`config.mk`:
```
export PLATFORM = sky130hd
export DESIGN_NAME = eth_irq_top
export DESIGN_NICKNAME = d
export VERILOG_FILES = /design/src/rtl/eth_irq_pkg.sv /design/src/rtl/eth_irq_sticky.sv /design/src/rtl/eth_irq_txctl.sv /design/src/rtl/eth_irq_top.sv
export SDC_FILE = /design/constraint.sdc
export NUM_CORES = 1
export LEC_CHECK = 0
export ABC_AREA = 1
export BUFFER_PORTS_ARGS = -buffer_cell sky130_fd_sc_hd__buf_2
export CORE_UTILIZATION = 40
export CTS_BUF_LIST = sky130_fd_sc_hd__clkbuf_8
export CTS_CLUSTER_SIZE = 30
export DETAILED_ROUTE_END_ITERATION = 12
export PLACE_DENSITY = 0.72
export SYNTH_ARGS = -nofsm -noshare
export SYNTH_HDL_FRONTEND = slang
export SYNTH_SLANG_ARGS = --single-unit
export TNS_END_PERCENT = 1
```
`constraint.sdc`:
```
create_clock -name clk -period 1.3 [get_ports clk]
set_input_delay 0.26 -clock clk [delete_from_list [all_inputs] [get_ports clk]]
set_output_delay 0.26 -clock clk [all_outputs]
set_load 0.05 [all_outputs]
```
`src/rtl/eth_irq_pkg.sv`:
```
package eth_irq_pkg;
    localparam int DW    = 8;
    localparam int AW    = 2;
    localparam int NSTAT = 3;
    localparam int NPH   = 3;

    localparam logic [AW-1:0] A_STAT = 2'd0;
    localparam logic [AW-1:0] A_MASK = 2'd1;
    localparam logic [AW-1:0] A_CTRL = 2'd2;
    localparam logic [AW-1:0] A_INFO = 2'd3;

    localparam int B_RXOVR = 0;
    localparam int B_ALLOC = 1;
    localparam int B_PH    = 2;

    localparam int C_LINK  = 0;
    localparam int C_ROLL  = 1;
    localparam int C_TXERR = 2;
    localparam int C_TXEN  = 3;

    typedef enum logic [1:0] {
        WHY_SQE     = 2'd0,
        WHY_NOCARR  = 2'd1,
        WHY_LATECOL = 2'd2,
        WHY_COL16   = 2'd3
    } fatal_why_t;

    typedef enum logic {
        TXS_HALT = 1'b0,
        TXS_RUN  = 1'b1
    } txs_t;
endpackage

```
`src/rtl/eth_irq_sticky.sv`:
```
module eth_irq_sticky #(
    parameter int N = 1
) (
    input  logic         clk,
    input  logic         rst_n,
    input  logic [N-1:0] set_i,
    input  logic [N-1:0] clr_i,
    output logic [N-1:0] q_o
);
    for (genvar i = 0; i < N; i++) begin : g_bit
        always_ff @(posedge clk) begin
            if (!rst_n)
                q_o[i] <= 1'b0;
            else
                q_o[i] <= set_i[i] | (q_o[i] & ~clr_i[i]);
        end
    end
endmodule

```
`src/rtl/eth_irq_txctl.sv`:
```
module eth_irq_txctl
    import eth_irq_pkg::*;
(
    input  logic       clk,
    input  logic       rst_n,
    input  logic       ctl_wr,
    input  logic       ctl_txen,
    input  logic       fatal_ev,
    input  logic [1:0] fatal_code,
    output logic       tx_en_o,
    output logic       tx_ok_o,
    output logic [1:0] why_o,
    output logic       rearm_o
);
    txs_t st_q, st_d;

    always_ff @(posedge clk) begin
        if (!rst_n) st_q <= TXS_HALT;
        else        st_q <= st_d;
    end

    always_comb begin
        st_d = st_q;
        unique case (st_q)
            TXS_HALT: if (ctl_wr && ctl_txen && !fatal_ev) st_d = TXS_RUN;
            TXS_RUN:  if (fatal_ev || (ctl_wr && !ctl_txen)) st_d = TXS_HALT;
            default:  st_d = TXS_HALT;
        endcase
    end

    always_ff @(posedge clk) begin
        if (!rst_n) begin
            why_o   <= WHY_SQE;
            tx_ok_o <= 1'b1;
        end else if (fatal_ev) begin
            why_o   <= fatal_code;
            tx_ok_o <= 1'b0;
        end else if (ctl_wr && ctl_txen) begin
            tx_ok_o <= 1'b1;
        end
    end

    assign tx_en_o = (st_q == TXS_RUN);
    assign rearm_o = ctl_wr && ctl_txen;
endmodule

```
`src/rtl/eth_irq_top.sv`:
```
module eth_irq_top
    import eth_irq_pkg::*;
(
    input  logic       clk,
    input  logic       rst_n,
    input  logic       wr_en,
    input  logic [1:0] wr_addr,
    input  logic [7:0] wr_data,
    input  logic [1:0] rd_addr,
    output logic [7:0] rd_data,
    input  logic       ctr_rd,
    input  logic [2:0] rx_abort,
    input  logic       alloc_req,
    input  logic       alloc_rsp_valid,
    input  logic       alloc_rsp_fail,
    input  logic       ev_link,
    input  logic       ev_roll,
    input  logic       ev_tx_fatal,
    input  logic [1:0] fatal_why,
    output logic       irq,
    output logic       tx_enable,
    output logic [1:0] fatal_reason
);
    logic             ack_wr, mask_wr, ctl_wr, rearm, tx_ok;
    logic [NSTAT-1:0] mask_q;
    logic [NPH-1:0]   en_q, ph_set, ph_clr, ph_pend;
    logic [1:0]       lat_set, lat_clr, lat_q;
    logic [DW-1:0]    stat_w, info_w;
    logic             irq_q;

    assign ack_wr  = wr_en && (wr_addr == A_STAT);
    assign mask_wr = wr_en && (wr_addr == A_MASK);
    assign ctl_wr  = wr_en && (wr_addr == A_CTRL);

    always_ff @(posedge clk) begin
        if (!rst_n) begin
            mask_q <= '0;
            en_q   <= '0;
        end else begin
            if (mask_wr) mask_q <= wr_data[NSTAT-1:0];
            if (ctl_wr)  en_q   <= wr_data[NPH-1:0];
        end
    end

    eth_irq_txctl u_txctl (
        .clk        (clk),
        .rst_n      (rst_n),
        .ctl_wr     (ctl_wr),
        .ctl_txen   (wr_data[C_TXEN]),
        .fatal_ev   (ev_tx_fatal),
        .fatal_code (fatal_why),
        .tx_en_o    (tx_enable),
        .tx_ok_o    (tx_ok),
        .why_o      (fatal_reason),
        .rearm_o    (rearm)
    );

    assign ph_set[C_LINK]  = ev_link     && en_q[C_LINK];
    assign ph_set[C_ROLL]  = ev_roll     && en_q[C_ROLL];
    assign ph_set[C_TXERR] = ev_tx_fatal && en_q[C_TXERR];
    assign ph_clr[C_LINK]  = ctl_wr && !wr_data[C_LINK];
    assign ph_clr[C_ROLL]  = ctr_rd;
    assign ph_clr[C_TXERR] = rearm;

    eth_irq_sticky #(.N(NPH)) u_ph (
        .clk   (clk),
        .rst_n (rst_n),
        .set_i (ph_set),
        .clr_i (ph_clr),
        .q_o   (ph_pend)
    );

    assign lat_set[0] = |rx_abort;
    assign lat_clr[0] = ack_wr && wr_data[B_RXOVR];
    assign lat_set[1] = alloc_rsp_valid && !alloc_rsp_fail;
    assign lat_clr[1] = alloc_req || (alloc_rsp_valid && alloc_rsp_fail);

    eth_irq_sticky #(.N(2)) u_lat (
        .clk   (clk),
        .rst_n (rst_n),
        .set_i (lat_set),
        .clr_i (lat_clr),
        .q_o   (lat_q)
    );

    always_comb begin
        stat_w          = '0;
        stat_w[B_RXOVR] = lat_q[0];
        stat_w[B_ALLOC] = lat_q[1];
        stat_w[B_PH]    = |ph_pend;
        info_w          = {4'b0, ~lat_q[1], tx_ok, fatal_reason};
    end

    always_ff @(posedge clk) begin
        if (!rst_n) irq_q <= 1'b0;
        else        irq_q <= |(stat_w[NSTAT-1:0] & mask_q);
    end
    assign irq = irq_q;

    always_comb begin
        unique case (rd_addr)
            A_STAT:  rd_data = stat_w;
            A_MASK:  rd_data = {{(DW-NSTAT){1'b0}}, mask_q};
            A_CTRL:  rd_data = {4'b0, tx_enable, en_q};
            default: rd_data = info_w;
        endcase
    end
endmodule

```
== After elaboration in Yosys (flattened, before gate mapping) ==
Index checks and enable logic that the tools add are counted.
Cells by class
  equal/unequal tests: 4
  muxes and demuxes: 6
  bitwise operators: 18
  reductions and logical operators: 25
Operators with widths (count)
  $logic_and 1x1->1: 13
  $pmux 4 s3: 1
  $reduce_or 3->1: 3
  $not 1->1: 7
  $and 1x1->1: 5
  $or 1x1->1: 5
  $eq 2x1->1 const B: 2
  $eq 2x2->1 const B: 2
  $logic_not 1->1: 4
  $logic_not 2->1: 2
  $mux 1: 4
  $and 3x3->3: 1
  $logic_or 1x1->1: 2
  $pmux 1 s2: 1
  $reduce_bool 2->1: 1
Storage, ports and cells
  register bits: 16
  output and inout port bits: 12

== Logic depth before layout (Yosys ltp) ==
Gate-level depths: netlist of run 1.
  word-level depth: 6
  depth in mapped cells: 6
  depth with buffers taken out: 6

== Modules after synthesis ==
A second synthesis of run 1 with hierarchy kept.
Second synthesis, totals
  cells, all modules: 135
  area, all modules: 849.6 um^2
Modules (own cells, without submodules)
  eth_irq_top: times used 1, cells an instance 87, area an instance 506.7 um^2
  eth_irq_txctl: times used 1, cells an instance 21, area an instance 153.9 um^2
  eth_irq_sticky (u_ph): times used 1, cells an instance 16, area an instance 112.6 um^2
  eth_irq_sticky (u_lat): times used 1, cells an instance 11, area an instance 76.3 um^2

== Worst setup path after synthesis of run 1 ==
Ideal clock, no wire load.
  kind: reg-to-output
  start point: reg u_lat.q_o[1]
  end point: out rd_data[3]
  arrival time: 1.403 ns
  setup slack: -0.363 ns
  cell stages (with the launch flop): 2
  cells stage by stage: dfxtp_1 > o21ai_0
On the way
  word-level cells in the longest chain between the ends: 2
Ends and longest elaborated chain
  start: declaration: line eth_irq_sticky.sv:8  | output logic [N-1:0] q_o
  start signal: indexed assignment: line eth_irq_sticky.sv:15  | q_o[i] <= set_i[i] | (q_o[i] & ~clr_i[i]);
  $not 1->1: line eth_irq_top.sv:91  | info_w = {4'b0, ~lat_q[1], tx_ok, fatal_reason};
  $pmux 4 s3: line eth_irq_top.sv:101  | unique case (rd_addr)
  end: declaration: line eth_irq_top.sv:10  | output logic [7:0] rd_data,
Every way passes these cells.

== Worst setup path in the final report of run 1 ==
  start point: reg u_ph.q_o[1]
  end point: out rd_data[2]
On the way
  word-level cells in the longest chain between the ends: 2
Ends and longest elaborated chain
  start: declaration: line eth_irq_sticky.sv:8
  start signal: indexed assignment: line eth_irq_sticky.sv:15
  $reduce_or 3->1: line eth_irq_top.sv:90  | stat_w[B_PH] = |ph_pend;
  $pmux 4 s3: line eth_irq_top.sv:101
Every way passes these cells.

==> results of run 1 <==
synthesized netlist by cell type:
master / n / area, um^2
nand2_4: 1 / 11.3
a21oi_2: 1 / 8.76
inv_1: 15 / 56.3
dfxtp_1: 16 / 320
nand2_1: 24 / 90.1
nor3_1: 1 / 5.00
a21oi_1: 9 / 45.0
inv_2: 1 / 3.75
buf_2: 1 / 5.00
nand3_1: 8 / 40.0
nor2_1: 14 / 52.6
nand2_2: 1 / 6.26
conb_1: 1 / 3.75
nor2_4: 1 / 11.3
o21ai_0: 11 / 55.1
nand4_1: 3 / 18.8
buf_4: 4 / 30.0
metrics by stage:
step | power, mW | setup TNS [ns] | cells
floorplan | 0.699 | -0.141 | 115
global placement | 0.761 | 0 | 165
detailed placement | 0.767 | 0 | 165
CTS | 1.21 | -0.0218 | 169
global route | 1.27 | -0.102 | 170
finish | 1.22 | -0.0142 | 170
worst paths after layout:
path / startpoint / to / cells after the start
hold / removal: alloc_rsp_fail / u_lat.q_o[1]$_SDFF_PN0_ / 2
setup / recovery: u_ph.q_o[1]$_SDFF_PN0_ / rd_data[2] / 5
hold reg to reg: u_ph.q_o[2]$_SDFF_PN0_ / u_ph.q_o[2]$_SDFF_PN0_ / 2
setup reg to reg: u_ph.q_o[1]$_SDFF_PN0_ / irq$_SDFF_PN0_ / 5
sequential cells by signal, indices dropped and copies added, names as in the netlist:
register         cells
en_q                 3
irq                  1
mask_q               3
u_lat.q_o            2
u_ph.q_o             3
u_txctl.tx_en_o      1
u_txctl.tx_ok_o      1
u_txctl.why_o        2
kinds of logic (layout without fill, tap and decap cells):
kind of cell           after synthesis  after routing  share of synthesized area, %
AOI/OAI and AO/OA                   21             21                          14.3
DFF                                 16             16                          42.0
buffers and inverters               21             51                          12.5
and+or+nand+nor                     53             53                          30.8
other                                1              4                         0.491
per-layer routing:
metal  wire, um  vias up  GRT usage (%)
met2        995       42           35.7
li1           -      415              -
met3        113       10           4.37
met4         45        0           10.9
met1        751      356           22.6
met5          0        -              0
power by group:
part | leakage (nW) | total (mW) | switching [mW] | internal, mW
logic | 0.344 | 0.244 | 0.166 | 0.0781
clock network | 0.0288 | 0.438 | 0.169 | 0.268
registers | 0.132 | 0.534 | 0.0181 | 0.516
cell type report:
type                    instances  area share, %
repair buffers                 31           17.7
clock buffers                   4           5.45
well taps                      25           3.09
inverters                      16           5.94
multi-input cells              78           35.9
flip-flops and latches         16           31.9
layout by cell type, fill, tap and decap left out, types with 3 or more instances in the layout:
cell,Yosys,final
buf_2,1,26
nand2_1,24,24
inv_1,15,15
nor2_1,14,14
dfxtp_1,16,14
o21ai_0,11,10
a21oi_1,9,9
nand3_1,8,8
conb_1,1,4
clkbuf_8,0,4
nand4_1,3,3
buf_6,0,3
repair_timing:
action,in CTS,in global routing
resized for setup,5,5
gates cloned,0,0
endpoints found under the setup margin,3,4
pin swaps,0,1
setup buffers,0,1
==> impl_metrics.toml, run 1 <==
[clocking]
cts_made_buffers = 3
clock_latency_ns = 0.25
root_buffer = "clkbuf_8"
clk_pin_slew_ns = 0.07
cts_max_level = 1
clk_path_buf_depth = 2
cts_tree = "yes"
cts_sinks = 16
cts_hold_buf = 0

[timing]
hold_ws_ns = 0.190
hold_viol_final = 0
skew_ns = 0.00326
fin_crit_ns = 1.31
post-route-period-util_pct = 101
setup_viol = 1
fin_ws_ns = -0.0142
drv_slew = 0
fmax_ghz = 0.761
grt_setup_unrepaired = "yes"

[critical_path]
startpoint_type = "register"
regToRegSetupSlack_ns = 0.39
crit_buf_inv = 1
slowest_delay_ns = 0.31
slowest_stage = "dfxtp_1"
cp.arrival_ns = 1.05
critPathMaxFanout = 2
crit_type = "register to output port"
critPathTopFamily = "simple AND/OR/NAND/NOR gates"
crit_top_cell = "nand2_1"
path_cells = "nor2_1 > nand2_1 > nand2_1 > nand4_1 > buf_6"
cp.required_ns = 1.04
worstSetupEndpointType = "output port"

[power]
powerDensity_nw_per_um2 = 1200
ir_worst_vdd_v = 0.000760
leakage_nw = 0.505

[final_layout]
fillers = 190
area_growth_pct = 32.5
layout-drive-gt1-share_pct = 29.7
stdcell_area_um2 = 1010
final_util_pct = 57.3
regArea_um2 = 323
multi_input_area_um2 = 363
antenna_cells = 0
fin_nets = 173

[grt]
grt_max_degree = 13
antenna_found_initial = 0
grt-ovfl-total = 0
grt_pass1_vias = 748
grt_pass1_wl_mm = 3.02
grt.total_usage_pct = 20.4

[detailed_routing]
drt-initial-drc-count = 30
first_pass_iters = 4
antenna_left = 0
drc = 0
routed_wl_mm = 1.91
via_count = 823
wire_per_inst_um = 11.2
routed_via_density = 4.84

[synthesis]
avgSynthCellArea_um2 = 6.81
synth_cells = 112
synth_warnings = 0
netlist_area_um2 = 763
ys_ff_latch = 16
ys_seq_area_share_pct = 42.0
synth_cell_type_count = 17

[die]
fp-row-count = 15
dieArea_um2 = 2090
die_w_um = 45.7
start_util_pct = 43.3
core-area_um2 = 1760
io_pins = 39
die_y_um = 45.7

[placed_design]
post_dp_cell_area_um2 = 925
gp_congestion = 0.808
post-place-ws_ns = 0.0436
dp_hpwl_mm = 1.40
io_buffers = 30

[run_status]
status = "finished, violations left"
failed_checks = "setup timing"

[job]
maxCapViolCount = 0

[hold_path]
min_path_type = "input port to register"
Power figures use the tool's default switching activity.
==> run 2, diff against run 1 <==
- clock period: 1.3 -> 1.4 ns (I/O delays scaled with it)
==> impl_metrics.toml, run 2 (synthesized netlist as in run 1, its figures left out) <==
[grt]
antenna_found_initial = 0
grt.total_usage_pct = 19.1
grt_pass1_vias = 692
grt_max_degree = 13
grt-ovfl-total = 0
grt_pass1_wl_mm = 2.79

[placed_design]
dp_hpwl_mm = 1.34
placedCellCount = 165
post-place-ws_ns = 0.0979
io_buffers = 30
gp_congestion = 0.808

[power]
ir_worst_vdd_v = 0.000739
power_frac_seq_pct = 44.5
power_frac_comb_pct = 19.3
switching_share_pct = 28.7
p_clk_share_pct = 36.2
p_switching_uw = 318
p_int_uw = 793
powerDensity_nw_per_um2 = 1120
leakage_nw = 0.496
p_total_mw = 1.11

[clocking]
clk_pin_slew_ns = 0.06
clock_latency_ns = 0.24
cts_max_level = 1
cts_hold_buf = 0
post_cts_buffers = 0
cts_tree = "yes"
cts_sinks = 16
cts_made_buffers = 3
clk_path_buf_depth = 2
root_buffer = "clkbuf_8"

[critical_path]
regToRegSetupSlack_ns = 0.60
worstSetupEndpointType = "output port"
slowest_stage = "dfxtp_1"
slowest_delay_ns = 0.31
critPathTopFamily = "simple AND/OR/NAND/NOR gates"
path_cells = "nor2_1 > nand2_1 > nand2_1 > nand4_1 > buf_6"
ff2ff_path_depth = 4
crit_buf_inv = 1
r2r_end = "irq$_SDFF_PN0_"
crit_top_cell = "nand2_1"
critPathMaxFanout = 2
cp.arrival_ns = 1.09
crit_type = "register to output port"
r2r-start = "u_lat.q_o[1]$_SDFF_PN0_"
startpoint_type = "register"
cp.required_ns = 1.12

[die]
io_pins = 39
dieArea_um2 = 2090
die_y_um = 45.7
fp-row-count = 15
core-area_um2 = 1760
start_util_pct = 43.3
die_w_um = 45.7

[job]
maxCapViolCount = 0

[timing]
hold_viol_final = 0
drv_slew = 0
fin_ws_ns = 0.0259
post-route-period-util_pct = 98.1
hold_ws_ns = 0.209
fin_crit_ns = 1.37
grt_setup_unrepaired = "yes"
skew_ns = 0.00186
setup_viol = 0
fmax_ghz = 0.728

[final_layout]
area_growth_pct = 29.8
fin_nets = 172
final_cells = 169
final_common_cell = "buf_2"
layout-drive-gt1-share_pct = 27.8
reg_top3 = "en_q: 3 flops, mask_q: 3 flops, u_ph.q_o: 3 flops"
final_util_pct = 56.2
layout_common_cells = "buf_2 (27), nand2_1 (24), dfxtp_1 (16), inv_1 (15), nor2_1 (14)"
antenna_cells = 0
fillers = 187

[detailed_routing]
wire_per_inst_um = 10.2
routed_via_density = 4.62
first_pass_iters = 4
antenna_left = 0
via_count = 780
drc = 0
drt-initial-drc-count = 17
routed_wl_mm = 1.73

[hold_path]
hp-start = "alloc_rsp_fail"
hold-path-cell-count = 2
worstHoldEndpoint = "u_lat.q_o[1]$_SDFF_PN0_"
min_path_type = "input port to register"

[run_status]
status = "complete, no violations"
-- run 2: cell count changes in the layout (fill, tap and decap cells not counted) --
cell	previous run	this run
buf_4	2	0
buf_6	3	1
clkbuf_4	0	2
dfxtp_1	14	16
dfxtp_2	2	0
buf_2	26	27
-- run 2: worst register-to-register path, cell delays in order (launching register included) --
cell and delay [ns]:
dfxtp_1 0.37, inv_1 0.07, o21ai_0 0.15, a21oi_1 0.06
nor2_1 0.08
-- run 2: metrics by stage --
stage	area [um^2]	TNS, ns
final	991	0
after global routing	991	-0.0903
after CTS	980	0
after detailed placement	925	0
after global placement	925	0
after floorplan	778	0
-- run 2: repair_timing --
item	in CTS	in global routing
resized for setup	0	5
endpoints found under the setup margin	0	3
hold endpoints to repair	0	0
-- run 2: per-layer routing --
metal | part of all wire [%] | GRT usage [%] | up-vias
met5 | 0 | 0 | -
met4 | 0.58 | 11.5 | 0
met3 | 4.2 | 4.76 | 2
met2 | 50 | 31.1 | 18
met1 | 45 | 22.4 | 348
li1 | - | - | 412
-- run 2: power groups by stage --
| stage | combinational [mW] | sequential [mW] | clock, mW |
|---|---|---|---|
| after floorplan | 0.131 | 0.519 | 0 |
| after global placement | 0.202 | 0.504 | 0 |
| after detailed placement | 0.206 | 0.504 | 0 |
| after CTS | 0.208 | 0.494 | 0.413 |
| after global routing | 0.237 | 0.497 | 0.431 |
| final | 0.214 | 0.494 | 0.402 |
-- run 2: final cells by class --
cell class / instances / area (um^2) / area share [%]
timing repair buffer: 30 / 161 / 16.3
inverter: 16 / 60.1 / 6.06
multi-input combinational: 78 / 363 / 36.6
clock buffer: 4 / 55.1 / 5.56
sequential: 16 / 320 / 32.3
tap: 25 / 31.3 / 3.16
-- run 2: worst max path at each step --
stage / startpoint / to / slack, ns / cells after the start
global route: u_ph.q_o[1]$_SDFF_PN0_ / rd_data[2] / -0.09 / 5
floorplan: u_txctl.why_o[1]$_SDFFE_PN0P_ / rd_data[1] / 0.009 / 2
CTS: u_ph.q_o[1]$_SDFF_PN0_ / rd_data[2] / 0.02 / 5
finish: u_ph.q_o[1]$_SDFF_PN0_ / rd_data[2] / 0.03 / 5
detailed placement: rd_addr[1] / rd_data[0] / 0.1 / 5
global placement: rd_addr[1] / rd_data[0] / 0.11 / 5
